`config.mk`:
```
export PLATFORM = sky130hd
export DESIGN_NAME = pwm_timer8
export DESIGN_NICKNAME = d
export VERILOG_FILES = /design/src/rtl/pwm_timer8.sv
export SDC_FILE = /design/constraint.sdc
export NUM_CORES = 1
export LEC_CHECK = 0
export ABC_AREA = 1
export CELL_PAD_IN_SITES_DETAIL_PLACEMENT = 1
export CELL_PAD_IN_SITES_GLOBAL_PLACEMENT = 2
export CORE_ASPECT_RATIO = 1.4
export CORE_MARGIN = 2
export CORE_UTILIZATION = 29
export CTS_CLUSTER_DIAMETER = 200
export DETAILED_ROUTE_END_ITERATION = 8
export GPL_ROUTABILITY_DRIVEN = 0
export GPL_TIMING_DRIVEN = 1
export PLACE_DENSITY_LB_ADDON = 0.1
export SLEW_MARGIN = 5
export SYNTH_ARGS = -nofsm -noshare
export SYNTH_HDL_FRONTEND = slang
export SYNTH_SLANG_ARGS = --single-unit
```
`constraint.sdc`:
```
create_clock -name clk -period 1.85 [get_ports clk]
set_clock_uncertainty 0.1 [all_clocks]
set_input_delay 0.37 -clock clk [delete_from_list [all_inputs] [get_ports clk]]
set_output_delay 0.37 -clock clk [all_outputs]
set_load 0.03 [all_outputs]
```
`src/rtl/pwm_timer8.sv`:
```
module pwm_timer8 #(
  parameter int W = 8
) (
  input  logic         clk,
  input  logic         rst_n,
  input  logic         ctrl_we,
  input  logic [7:0]   ctrl_wdata,
  input  logic         ontime_we,
  input  logic [W-1:0] ontime_wdata,
  input  logic         div_we,
  input  logic [7:0]   div_wdata,
  input  logic         cap_in,
  output logic [7:0]   ctrl_q,
  output logic [W-1:0] ontime_q,
  output logic [7:0]   div_q,
  output logic [W-1:0] cnt_q,
  output logic [W-1:0] cap_q,
  output logic         pwm_a,
  output logic         pwm_b,
  output logic         irq
);
  localparam logic [W-1:0] LAST = {{(W-1){1'b1}}, 1'b0};

  logic run, inv_b, ien, pend, edge_rise, capm;
  logic [7:0]   pcnt, div_r;
  logic [W-1:0] cnt, on_sh, on_act, cap_r;
  logic cin_m, cin_s, cin_d;

  wire tick     = run && (pcnt == div_r);
  wire wrap     = tick && (cnt == LAST);
  wire edge_hit = edge_rise ? (cin_s & ~cin_d) : (~cin_s & cin_d);
  wire cap_ev   = run && capm && edge_hit;
  wire pass_ev  = run && !capm && tick && (cnt == on_act) && (cnt != LAST);
  wire set_ev   = pass_ev || cap_ev;
  wire clr_wr   = ctrl_we && !ctrl_wdata[3];
  wire on_phase = (cnt <= on_act);

  always_ff @(posedge clk or negedge rst_n) begin
    if (!rst_n) begin
      run <= 1'b0; inv_b <= 1'b0; ien <= 1'b0; pend <= 1'b0;
      edge_rise <= 1'b0; capm <= 1'b0;
      pcnt <= '0; div_r <= '0; cnt <= '0; on_sh <= '0; on_act <= '0; cap_r <= '0;
      cin_m <= 1'b0; cin_s <= 1'b0; cin_d <= 1'b0;
    end else begin
      if (ctrl_we) begin
        run       <= ctrl_wdata[0];
        inv_b     <= ctrl_wdata[1];
        ien       <= ctrl_wdata[2];
        edge_rise <= ctrl_wdata[4];
        capm      <= ctrl_wdata[5];
      end
      pend <= set_ev || (pend && !clr_wr);
      if (div_we)    div_r <= div_wdata;
      if (ontime_we) on_sh <= ontime_wdata;
      if (!run || tick) pcnt <= '0;
      else              pcnt <= pcnt + 8'd1;
      if (!run)      cnt <= '0;
      else if (wrap) cnt <= '0;
      else if (tick) cnt <= cnt + 1'b1;
      if (!run || wrap) on_act <= on_sh;
      if (cap_ev) cap_r <= cnt;
      cin_m <= cap_in;
      cin_s <= cin_m;
      cin_d <= cin_s;
    end
  end

  assign ctrl_q   = {2'b00, capm, edge_rise, pend, ien, inv_b, run};
  assign ontime_q = on_sh;
  assign div_q    = div_r;
  assign cnt_q    = cnt;
  assign cap_q    = cap_r;
  assign pwm_a    = run && !capm && on_phase;
  assign pwm_b    = run && !capm && (on_phase ^ inv_b);
  assign irq      = pend && ien;

  AST_CNT_RANGE: assert property (@(posedge clk) disable iff (!rst_n)
    cnt <= LAST);
  AST_WRAP_ZERO: assert property (@(posedge clk) disable iff (!rst_n)
    (run && tick && cnt == LAST) |=> (cnt == '0));
  AST_STOP_QUIET: assert property (@(posedge clk) disable iff (!rst_n)
    !ctrl_q[0] |-> (!pwm_a && !pwm_b));
  AST_COMPLEMENT: assert property (@(posedge clk) disable iff (!rst_n)
    (run && !capm && inv_b) |-> (pwm_a != pwm_b));
  AST_PEND_CLEAR: assert property (@(posedge clk) disable iff (!rst_n)
    $fell(pend) |-> $past(ctrl_we && !ctrl_wdata[3]));
  AST_IRQ_NEEDS_PEND: assert property (@(posedge clk) disable iff (!rst_n)
    irq |-> ctrl_q[3]);
  AST_RELOAD_AT_WRAP: assert property (@(posedge clk) disable iff (!rst_n)
    !$stable(on_act) |-> $past(!run || (tick && cnt == LAST)));
endmodule

```
==> results by group <==
Logic synthesis
  – Synth unique cells: 27
  – Avg Cell Area, Syn: 8.34 um^2
  – Netlist Area Pre-Place: ~3000 um^2
  – Register area share after synthesis: 0.475
  – Yosys warnings: 0
  – Register bit total from synthesis: 57
  – Synth Instances: between 300 and 400

Drt
  – Vias: 2600
  – Wirelength per Cell: between 10 and 15 um
  – DR vias/cell: 4.34
  – # DRC: 0
  – DRT iter0 DRCs: 50
  – Post-Route WL: approximately 8100 um
  – Drt pass-1 iters: 4
  – ANT nets after route: 0

Hold path
  – Worst Hold Class: register to register
  – Hold path start: cin_m

Finish
  – ANT cells: 0
  – Fill cell count: 1223
  – Syn-to-layout area delta: 48.2%
  – Fraction of layout cells with a size suffix above 1: 0.236
  – Final net count: 497

CTS
  – Clock root buffer: clkbuf_16
  – TritonCTS clock tree: done
  – H-tree depth: 3
  – Clock Path Buffers: 2
  – # clock sinks: between 50 and 60
  – Clk Latency, worst-skew pair: between 0.3 and 0.4 ns
  – Clock slew at reported path FFs: approximately 0.05 ns
  – Num CTS Buffers: 9

Status
  – Status: finished with violations
  – Failing checks: negative setup slack

Power
  – VDD IR max: about 0.43 mV
  – Leakage: between 2 and 2.5 nW
  – Cell Pwr Density: 862 nW/um^2

Place
  – Port Buffers: between 60 and 70
  – Post-DP HPWL: 5960 um

Global route
  – Grt ovf: 0
  – Initial antenna violation count: 0
  – Gr usage total: 0.154
  – Largest net degree at the start of global routing: a little under 60
  – First-pass GRT wire length: approximately 14000 um
  – Vias in the first global route: between 2000 and 3000

Setup path
  – Crit Reg-Reg Startpoint: cnt_q[7]
  – Critical path capture point type: primary output
  – Worst endpoint required time: around 1.4 ns
  – Worst EP arrival: roughly 1.9 ns
  – Setup CP Type: register to primary output
  – CP Max Fanout: 4
  – Crit path launch type: register
  – Worst Setup SP: cnt_q[7]

Floorplan
  – Placement row count: 44
  – Core Box Area: 10200 um^2
  – Total die area: ~11000 um^2
  – Die span in y: approximately 120 um
  – Io pins: 73
  – Die X: 90.0 um
  – Initial core utilization: 0.293

Timing
  – Hold Vio Cnt, Final: 0
  – Setup TNS: -0.932 ns
  – Slew Viols, Final: 0
  – Final setup fails: 2
  – Min Tclk post-route: 2.33 ns
  – Period utilization: 1.26
  – RSZ-0062 raised after global routing: true
  – Worst hold slack: 0.247 ns
  – Post-route setup slack: -0.478 ns
  – FMAX: approximately 430 MHz

Run
  – Max-cap viol count: 0
==> worst max-delay path, cell delays in order (launching register included) <==
cell      delay [ns]
dfrtp_2         0.42
ha_4            0.29
nand2_4         0.06
nor2_4          0.11
nand4_1         0.11
buf_6           0.15
buf_6           0.11
a21boi_2        0.13
buf_6           0.15
==> cell families after synthesis <==
kind of cell,share of synthesized area
fa+ha+maj,0.0458
xor+xnor,0.0175
simple gates,0.272
flops,0.475
mux,0.0300
other cells,0.00125
buf+inv,0.107
compound gates,0.0516
==> metal layers <==
| metal | vias to the layer above | global-route usage | wire, um |
|---|---|---|---|
| li1 | 1300 | - | - |
| met1 | 1234 | 0.169 | 3220 |
| met2 | 53 | 0.276 | 4390 |
| met3 | 13 | 0.0460 | 291 |
| met4 | 0 | 0.0579 | 157 |
| met5 | - | 0 | 0 |
==> report_power, final <==
group / switching, W / internal, W
Sequential: 0.0000626 / 0.00133
Clock: 0.000607 / 0.00108
Combinational: 0.000433 / 0.000323
==> area by class of cell <==
type | instances | area [um^2] | area share
sequential | 57 | 1440 | 0.322
multi-input combinational | 229 | 1400 | 0.315
timing repair buffer | 99 | 910 | 0.204
clock buffer | 10 | 239 | 0.0537
inverter | 60 | 225 | 0.0506
tap | 138 | 173 | 0.0388
clock inverter | 6 | 67.6 | 0.0152
==> state kept, by name, summed over array words and instances, names as in the netlist <==
name / cells
cap_q: 8
capm: 1
cin_d: 1
cin_m: 1
cin_s: 1
cnt_q: 8
div_q: 8
edge_rise: 1
ien: 1
inv_b: 1
on_act: 8
ontime_q: 8
pcnt: 8
pend: 1
run: 1
==> cell usage in the layout (no fill, tap or decap), drive strengths merged <==
master	n
bufinv	1
nand3	26
nand4	8
clkinvlp	2
nor2	23
a21oi	6
a21o	1
conb	2
o21ai	22
mux2	8
clkdlybuf4s50	32
buf	34
a21boi	1
xor2	6
ha	11
nor3	4
nand2	111
dlygate4sd3	1
inv	60
clkinv	3
dlymetal6s2s	4
clkbuf	10
dlygate4sd2	28
dfrtp	57
==> metrics by stage <==
| step | setup slack [ns] | std cells | util | total power, W | instance area (um^2) |
|---|---|---|---|---|---|
| after CTS | -0.533 | 596 | 0.425 | 0.00386 | 4350 |
| after global placement | -0.173 | 578 | 0.394 | 0.00213 | 4040 |
| final | -0.478 | 599 | 0.435 | 0.00384 | 4450 |
| after floorplan | -0.142 | 361 | - | 0.00184 | 3090 |
| after detailed placement | -0.233 | 578 | 0.394 | 0.00214 | 4040 |
| after global routing | -0.581 | 599 | 0.435 | 0.00404 | 4450 |
==> final timing paths <==
kind	endpoint	slack, ns	cells after the start
worst min-delay path	cin_s	0.25	0
worst min register to register	cin_s	0.25	0
min in group asynchronous	cap_q[7]	0.48	3
worst max-delay path	pwm_a	-0.48	8
max in group asynchronous	cnt_q[7]	0.85	3
worst max register to register	pend	0.07	10
==> repair_timing <==
| action | 4_1_cts | 5_1_grt |
|---|---|---|
| pin swaps | 8 | 10 |
| endpoints found under the hold margin | 57 | 0 |
| endpoints found under the setup margin | 30 | 7 |
| gates resized for setup | 35 | 19 |
| buffers inserted | 1 | 4 |
| hold buffers | 1 | 0 |
==> cells in the mapped netlist, drive strengths merged <==
library cell	n	share of area
nor2	23	0.044
buf	11	0.027
clkbuf	4	0.0050
nand2	111	0.15
nand4	8	0.022
mux2	8	0.030
o21ai	22	0.037
xor2	6	0.017
a21o	1	0.0025
dfrtp	57	0.47
ha	11	0.046
a21boi	1	0.0025
conb	1	0.0012
nor3	4	0.0067
inv	60	0.075
a21oi	6	0.010
nand3	26	0.049
Note: power is estimated with default switching activity, not from simulation.
